### src/rtl/adc_pm_pkg.sv
package adc_pm_pkg;
    typedef enum logic [1:0] {
        PM_DOWN,
        PM_WAKE,
        PM_IDLE,
        PM_FRAME
    } pm_state_e;
endpackage

### src/rtl/adc_pm_sync.sv
module adc_pm_sync #(
    parameter int   STAGES  = 2,
    parameter logic RST_VAL = 1'b0
) (
    input  logic clk,
    input  logic rst_n,
    input  logic din,
    output logic dout,
    output logic rise,
    output logic fall
);
    logic [STAGES-1:0] shreg;
    logic              prev;

    always_ff @(posedge clk or negedge rst_n) begin
        if (!rst_n) begin
            shreg <= {STAGES{RST_VAL}};
            prev  <= RST_VAL;
        end else begin
            shreg <= {shreg[STAGES-2:0], din};
            prev  <= shreg[STAGES-1];
        end
    end

    assign dout = shreg[STAGES-1];
    assign rise = shreg[STAGES-1] & ~prev;
    assign fall = ~shreg[STAGES-1] & prev;
endmodule

### src/rtl/adc_pm_edge_cnt.sv
module adc_pm_edge_cnt #(
    parameter int FRAME_LEN = 16,
    parameter int KEEP_EDGE = 10
) (
    input  logic clk,
    input  logic rst_n,
    input  logic clr,
    input  logic inc,
    output logic keep_reached,
    output logic frame_done
);
    localparam int CW = $clog2(FRAME_LEN + 1);
    localparam logic [CW-1:0] FULL_V = CW'(FRAME_LEN);
    localparam logic [CW-1:0] KEEP_V = CW'(KEEP_EDGE);

    logic [CW-1:0] cnt;

    always_ff @(posedge clk or negedge rst_n) begin
        if (!rst_n) begin
            cnt <= '0;
        end else if (clr) begin
            cnt <= '0;
        end else if (inc && cnt != FULL_V) begin
            cnt <= cnt + 1'b1;
        end
    end

    assign keep_reached = (cnt >= KEEP_V);
    assign frame_done   = (cnt == FULL_V);
endmodule

### src/rtl/adc_pm_timer.sv
module adc_pm_timer #(
    parameter int CYCLES = 200
) (
    input  logic clk,
    input  logic rst_n,
    input  logic clr,
    output logic done
);
    localparam int TW = $clog2(CYCLES + 1);
    localparam logic [TW-1:0] END_V = TW'(CYCLES);

    logic [TW-1:0] cnt;

    always_ff @(posedge clk or negedge rst_n) begin
        if (!rst_n) begin
            cnt <= '0;
        end else if (clr) begin
            cnt <= '0;
        end else if (cnt != END_V) begin
            cnt <= cnt + 1'b1;
        end
    end

    assign done = (cnt == END_V);
endmodule

### src/rtl/adc_pwr_fsm.sv
module adc_pwr_fsm
    import adc_pm_pkg::*;
#(
    parameter int FRAME_LEN    = 16,
    parameter int KEEP_EDGE    = 10,
    parameter int PWRUP_CYCLES = 200,
    parameter int SYNC_STAGES  = 2,
    parameter bit START_ACTIVE = 1'b0
) (
    input  logic clk,
    input  logic rst_n,
    input  logic cs_n,
    input  logic sclk,
    input  logic conv_bit,
    output logic sdo,
    output logic sdo_oe,
    output logic track_en,
    output logic pwr_down,
    output logic powered_up,
    output logic bus_released
);
    localparam pm_state_e RESET_ST = START_ACTIVE ? PM_IDLE : PM_DOWN;

    pm_state_e state, state_nx;

    logic cs_s, cs_rise, cs_fall;
    logic sclk_s, sclk_rise, sclk_fall;
    logic keep_reached, frame_done, tmr_done;
    logic seen_sclk, oe_r, oe_nx;

    adc_pm_sync #(.STAGES(SYNC_STAGES), .RST_VAL(1'b1)) u_cs_sync (
        .clk(clk), .rst_n(rst_n), .din(cs_n),
        .dout(cs_s), .rise(cs_rise), .fall(cs_fall)
    );

    adc_pm_sync #(.STAGES(SYNC_STAGES), .RST_VAL(1'b0)) u_sclk_sync (
        .clk(clk), .rst_n(rst_n), .din(sclk),
        .dout(sclk_s), .rise(sclk_rise), .fall(sclk_fall)
    );

    adc_pm_edge_cnt #(.FRAME_LEN(FRAME_LEN), .KEEP_EDGE(KEEP_EDGE)) u_edges (
        .clk(clk), .rst_n(rst_n),
        .clr(cs_fall),
        .inc(sclk_fall & ~cs_s),
        .keep_reached(keep_reached),
        .frame_done(frame_done)
    );

    adc_pm_timer #(.CYCLES(PWRUP_CYCLES)) u_timer (
        .clk(clk), .rst_n(rst_n),
        .clr(state == PM_DOWN),
        .done(tmr_done)
    );

    // state register
    always_ff @(posedge clk or negedge rst_n) begin
        if (!rst_n) state <= RESET_ST;
        else        state <= state_nx;
    end

    // transitions
    always_comb begin
        state_nx = state;
        unique case (state)
            PM_DOWN:  if (cs_fall) state_nx = PM_WAKE;
            PM_IDLE:  if (cs_fall) state_nx = PM_FRAME;
            PM_WAKE,
            PM_FRAME: if (cs_rise) state_nx = keep_reached ? PM_IDLE : PM_DOWN;
        endcase
    end

    // registered flags
    assign oe_nx = ~cs_s & ~frame_done & ~cs_fall;

    always_ff @(posedge clk or negedge rst_n) begin
        if (!rst_n) begin
            seen_sclk    <= 1'b0;
            oe_r         <= 1'b0;
            bus_released <= 1'b0;
            powered_up   <= 1'b0;
        end else begin
            if (cs_fall)                           seen_sclk <= 1'b0;
            else if (~cs_s & (sclk_rise | sclk_fall)) seen_sclk <= 1'b1;
            oe_r         <= oe_nx;
            bus_released <= oe_r & ~oe_nx;
            if (state_nx == PM_DOWN)   powered_up <= 1'b0;
            else if (tmr_done)         powered_up <= 1'b1;
        end
    end

    // state-decoded outputs
    always_comb begin
        pwr_down = 1'b0;
        track_en = 1'b1;
        unique case (state)
            PM_DOWN:  begin pwr_down = 1'b1; track_en = 1'b0; end
            PM_WAKE:  track_en = seen_sclk;
            PM_IDLE,
            PM_FRAME: track_en = 1'b1;
        endcase
    end

    assign sdo_oe = oe_r;
    assign sdo    = oe_r & conv_bit;
endmodule

### config.mk
export PLATFORM = sky130hd
export DESIGN_NAME = adc_pwr_fsm
export DESIGN_NICKNAME = d
export VERILOG_FILES = /design/src/rtl/adc_pm_pkg.sv /design/src/rtl/adc_pm_sync.sv /design/src/rtl/adc_pm_edge_cnt.sv /design/src/rtl/adc_pm_timer.sv /design/src/rtl/adc_pwr_fsm.sv
export SDC_FILE = /design/constraint.sdc
export NUM_CORES = 1
export LEC_CHECK = 0
export BUFFER_PORTS_ARGS = -buffer_cell sky130_fd_sc_hd__buf_2
export CAP_MARGIN = 20
export CORE_MARGIN = 2
export CORE_UTILIZATION = 40
export DETAILED_ROUTE_END_ITERATION = 8
export PLACE_DENSITY = 0.6
export SLEW_MARGIN = 20
export SYNTH_ARGS = -nofsm -noshare
export SYNTH_HDL_FRONTEND = slang
export SYNTH_SLANG_ARGS = --single-unit
### constraint.sdc
create_clock -name clk -period 3.4 [get_ports clk]
set_clock_uncertainty 0.1 [all_clocks]
set_input_delay 0.51 -clock clk [delete_from_list [all_inputs] [get_ports clk]]
set_output_delay 0.51 -clock clk [all_outputs]
set_load 0.02 [all_outputs]
Word level (Yosys, flattened, before mapping)
Index checks and enable logic that the tools add are counted.
{ "totals": {"register_bits": 25, "input_bits": 5, "out_inout_bits": 6, "word_cells": 63} }
{ "classes": {"n_addsub": 2, "n_lt_le_gt_ge": 1, "eq_ne": 7, "n_mux": 15, "bitwise": 18, "n_reduce_logical": 9} }
{ "ops": {"columns": ["op", "n"], "rows": [
  ["8-bit 2-to-1 mux", 2],
  ["1-bit AND", 10],
  ["5-bit 2-to-1 mux", 2],
  ["8-bit by 1-bit adder with 8-bit output, second input constant", 1],
  ["8-bit equality test, second input constant", 1],
  ["2-bit 2-to-1 mux", 4],
  ["8-bit inequality test, second input constant", 1],
  ["2-bit nonzero test", 4],
  ["1-bit inverter", 7],
  ["2-bit one-hot mux with 3 select lines", 1],
  ["5-bit by 1-bit adder with 5-bit output, second input constant", 1],
  ["5-bit equality test, second input constant", 1],
  ["5-bit by 4-bit >= comparator with 1-bit output, second input constant", 1],
  ["1-bit 2-to-1 mux", 5],
  ["5-bit inequality test, second input constant", 1],
  ["2-bit equality test, second input constant", 2],
  ["2-bit zero test", 2],
  ["2-bit OR reduction", 2],
  ["1-bit one-hot mux with 3 select lines", 1],
  ["2-bit by 1-bit equality test with 1-bit output, second input constant", 1],
  ["1-bit logical AND", 1],
  ["1-bit OR", 1]
]} }

Longest topological paths before layout
{ "depth": {"word_depth": 6, "depth_mapped": 5, "depth_no_buf": 5} }

Cells and area by module
A second synthesis with hierarchy kept.
{ "hier_totals": {"cells_unflattened": 107, "hier_area_um2": 1199.9} }
{ "by_module_without_submodules": {"columns": ["mod", "instances", "cells_per_inst", "area_each_um2", "seq_area_each_um2"], "rows": [
  ["adc_pm_timer", 1, 46, 454.2, 200.2],
  ["adc_pm_edge_cnt", 1, 30, 306.5, 125.1],
  ["adc_pwr_fsm", 1, 21, 255.2, 150.1],
  ["adc_pm_sync at u_cs_sync", 1, 5, 93.8, 78.8],
  ["adc_pm_sync at u_sclk_sync", 1, 5, 90.1, 75.1]
]} }

Worst setup path before layout
OpenSTA, ideal clock, no wires.
{ "synth_timing": {"path_type": "flip-flop to flip-flop", "from": "register u_edges.cnt[0]", "to": "register u_edges.cnt[2]", "setup_time_ns": 0.077, "arrival_time_ns": 1.383, "t_required_ns": 3.223, "slack_ns": 1.839, "stages_incl_launch_ff": 6, "path_buffers": 0, "period_less_slack_ns": 1.561, "cell_sequence": "dfrtp_1 -> inv_1 -> ha_1 -> nor4bb_2 -> or4_1 -> a21oi_1"} }
{ "synth_via": {"elab_chain_cells": 3, "elab_cells_between_ends": 6, "cone_classes": "1 x add/sub; 1 x eq/ne; 2 x mux; 2 x reduce/logical"} }
{ "synth_rtl": {"columns": ["item", "line", "rtl"], "rows": [
  ["start: declaration", "adc_pm_edge_cnt.sv:16", "logic [CW-1:0] cnt;"],
  ["start signal: assignment", "adc_pm_edge_cnt.sv:24", "cnt <= cnt + 1'b1;"],
  ["5-bit by 1-bit adder with 5-bit output or 5-bit inequality test (tied branches)", "adc_pm_edge_cnt.sv:24, adc_pm_edge_cnt.sv:23", null],
  ["5-bit 2-to-1 mux or 1-bit logical AND (tied branches)", "adc_pm_edge_cnt.sv:23", "end else if (inc && cnt != FULL_V) begin"],
  ["5-bit 2-to-1 mux or 2-bit nonzero test (tied branches)", null, null]
]} }
Parallel ways exist; a longest one is shown, timed or not. The select of a mux whose other input is x is not followed.
A chain may end at the register's enable or synchronous reset.

Worst setup path after layout
{ "layout_timing": {"from": "register state[0]", "to": "output port pwr_down"} }
{ "layout_via": {"elab_chain_cells": 2} }
{ "layout_rtl": {"columns": ["item", "line", "rtl"], "rows": [
  ["start: declaration", "adc_pwr_fsm.sv:24", "pm_state_e state, state_nx;"],
  ["start signal: assignment", "adc_pwr_fsm.sv:58", "else state <= state_nx;"],
  ["2-bit zero test", "adc_pwr_fsm.sv:95", "unique case (state)"],
  ["1-bit 2-to-1 mux", "adc_pwr_fsm.sv:95", null],
  ["end: declaration", "adc_pwr_fsm.sv:18", "output logic pwr_down,"]
]} }
No other way between the ends.

==> impl_metrics.yaml <==
run_status:
  status: "finished clean"
cts:
  postCtsHoldBufs: 0
  cts_num_sinks: 25
  cts_root_buffer: "clkbuf_4"
  path_clk_slew_ns: 0.14
  cts_resized: 0
  cts_tree: "yes"
  cts_buffer_depth: 2
  clock_latency_ns: 0.31
  cts_buffers: 3
  cts-htree-levels: 1
  cts_setup_buffers: 0
sta:
  worstMarginPinSlew_ns: 0.587
  setup_violations: 0
  rsz0062_at_grt: "no"
  finalMaxSlewViolations: 0
  period_share: 0.619
  finalHoldViolCount: 0
  setup_tns_ns: 0
  fin_crit_ns: 2.11
  max_freq_ghz: 0.475
  maxSlewHeadroom: 0.607
global_routing:
  grt_pass1_vias: 821
  grt_pass1_wl_um: 3490
  antenna_found_initial: 0
  grt_max_degree: 26
  overflow: 0
  grt_usage: 0.136
detailed_routing:
  wl_per_cell_um: 12.8
  ant_nets: 0
  vias: 821
  drtIter0Drc: 8
  dr.pass1.iters: 4
  wl_met1_um: 959
  top_layer_used: "met4"
  dr_wl_met2_um: 927
  drc: 0
  routed_wl_um: 1970
  wl_met3_um: 65
  vias_per_cell: 5.33
layout:
  n_fill_cell: 269
  area_growth_pct: 10.2
  post-route-util: 0.466
  antenna_cells: 0
  final_layout_size_suffix_gt1_frac: 0.163
  final_nets: 135
logic_synthesis:
  yosys_register_bits: 25
  ys_async_sr_fraction: 1.00
  synthFlopType: "dfrtp_1"
  synth.avg_cell_area_um2: 10.7
  synth_edf_count: 0
  synth_cell_types: 33
  yosys-top-cells-count: "dfrtp_1, a21oi_1, o21ai_0"
  synth_most_common_cell: "dfrtp_1"
  synthCells: 109
  yosys_warnings: 0
  synth_nets: 120
  seq_area_frac_synth: 0.540
  netlist_area_um2: 1170
  synth_top_area_frac: 0.472
  ys_top_cells_by_area: "dfrtp_1, dfstp_2, ha_1"
  yosys.area.top_type: "dfrtp_1"
flow_run:
  cap_violations: 0
setup_path:
  regToRegStartpoint: "u_edges.cnt[0]"
  path_depth: 2
  worstPathArrival_ns: 1.50
  cp_slowest_cell: "nor2_1"
  slowest_delay_ns: 0.47
  crit_type: "flip-flop to output pin"
  worstPathCellList: "nor2_1, buf_2"
  critPathLaunch: "state[0]"
  path_buf_inv: 1
  critPathTopFamily: "simple AND/OR/NAND/NOR gates"
  path_max_fanout: 9
  endpoint: "pwr_down"
  rrSetupSlack_ns: 1.72
  crit_required_ns: 2.79
  r2r_end: "u_edges.cnt[2]"
  cp-start-kind: "flip-flop"
  reg2reg_depth: 5
  end_kind: "output pin"
power:
  clkPwrFrac: 0.215
  seqPwrFrac: 0.600
  switchingPower_mw: 0.186
  sw_frac_of_total: 0.305
  comb_power_share: 0.185
  power_leakage_nw: 0.573
  vdd_drop_max_v: 0.000303
  power.density_nw_per_um2: 476
  p_int_mw: 0.425
floorplanning:
  io_pins: 11
  initial_utilization: 0.423
  fp.dieW_um: 58.0
  fp.dieH_um: 58.0
  core-area_um2: 2760
  die_area_um2: 3360
  num_rows: 19
placed_design:
  hpwl_um: 1450
  routabilityCongestion: 0.755
  port-buffer-count: 10
min_path:
  hold_class: "primary input to async pin"
-- power by group through the flow --
stage,logic (mW),registers [mW],clock network (mW)
after global placement,0.111,0.371,0
after floorplan,0.0839,0.366,0
after detailed placement,0.114,0.373,0
after global routing,0.132,0.375,0.153
final,0.113,0.367,0.131
after CTS,0.115,0.367,0.140
-- metrics by stage --
step | instance area [um2] | total power, mW | cells | hold slack [ns] | worst slack [ns]
final | 1280 | 0.612 | 154 | 0.0597 | 1.29
after global routing | 1280 | 0.659 | 154 | 0.0819 | 1.17
after CTS | 1280 | 0.622 | 154 | 0.0655 | 1.27
after detailed placement | 1250 | 0.487 | 150 | 0.242 | 1.66
after global placement | 1250 | 0.481 | 150 | 0.237 | 1.70
after floorplan | 1170 | 0.450 | 109 | 0.114 | 1.84
-- how the worst min path moves through the flow --
| stage | cells past startpoint | start | to | slack [ns] |
|---|---|---|---|---|
| 2_1_floorplan | 0 | rst_n | bus_released | 0.11 |
| 3_3_place_gp | 0 | u_sclk_sync.shreg[0] | u_sclk_sync.shreg[1] | 0.24 |
| 3_5_place_dp | 0 | u_sclk_sync.shreg[0] | u_sclk_sync.shreg[1] | 0.24 |
| 4_1_cts | 1 | rst_n | u_edges.cnt[2] | 0.07 |
| 5_1_grt | 1 | rst_n | u_edges.cnt[2] | 0.08 |
| 6_report | 1 | rst_n | u_edges.cnt[2] | 0.06 |
-- area by class of cell --
| type | instances | area (um2) | area share |
|---|---|---|---|
| multi-input cells | 77 | 510 | 0.397 |
| well taps | 31 | 38.8 | 0.0302 |
| inverters | 7 | 26.3 | 0.0204 |
| flip-flops and latches | 25 | 629 | 0.490 |
| repair buffers | 10 | 50.0 | 0.0389 |
| clock inverters | 1 | 7.51 | 0.00584 |
| clock buffers | 3 | 22.5 | 0.0175 |
-- layer usage --
metal,up-vias,global-route usage
li1,416,-
met5,-,0
met3,2,0.0357
met4,0,0.0498
met1,394,0.178
met2,9,0.219
-- cells by family (layout without fill, tap and decap cells) --
logic type | Yosys count | count (layout) | synth area share
AOI/OAI and AO/OA | 25 | 25 | 0.120
xor gates and xnor gates | 2 | 2 | 0.0150
adders and majority gates | 7 | 7 | 0.0730
buffers and inverters | 7 | 21 | 0.0225
DFF | 25 | 25 | 0.540
and+or+nand+nor | 43 | 43 | 0.230
-- worst register-to-register path, cell delays in order, from the launching register on --
cell      delay [ns]
dfrtp_1         0.41
inv_1           0.09
ha_1            0.21
nor4bb_2        0.19
or4_1           0.47
a21oi_1         0.15
-- registers in the layout, indices dropped and copies added, names as in the netlist, 2 cells and up --
| register | flops |
|---|---|
| state | 2 |
| u_cs_sync.shreg | 2 |
| u_edges.cnt | 5 |
| u_sclk_sync.shreg | 2 |
| u_timer.cnt | 8 |
-- placed cells by master (no fill, tap or decap), drive strengths merged --
| cell | instances |
|---|---|
| a21o | 1 |
| a21oi | 11 |
| a2bb2oi | 1 |
| and2 | 1 |
| and2b | 1 |
| and3b | 1 |
| and4b | 1 |
| buf | 10 |
| clkbuf | 3 |
| clkinvlp | 1 |
| dfrtp | 22 |
| dfstp | 3 |
| ha | 6 |
| inv | 7 |
| maj3 | 1 |
| nand2 | 5 |
| nand2b | 1 |
| nand3 | 6 |
| nand3b | 1 |
| nand4b | 1 |
| nand4bb | 1 |
| nor2 | 7 |
| nor2b | 3 |
| nor3 | 3 |
| nor3b | 1 |
| nor4bb | 2 |
| o21ai | 9 |
| o22a | 1 |
| o31ai | 2 |
| or2b | 1 |
| or3 | 4 |
| or3b | 1 |
| or4 | 2 |
| xor2 | 2 |
No activity file was read; power rests on OpenSTA's default activity.
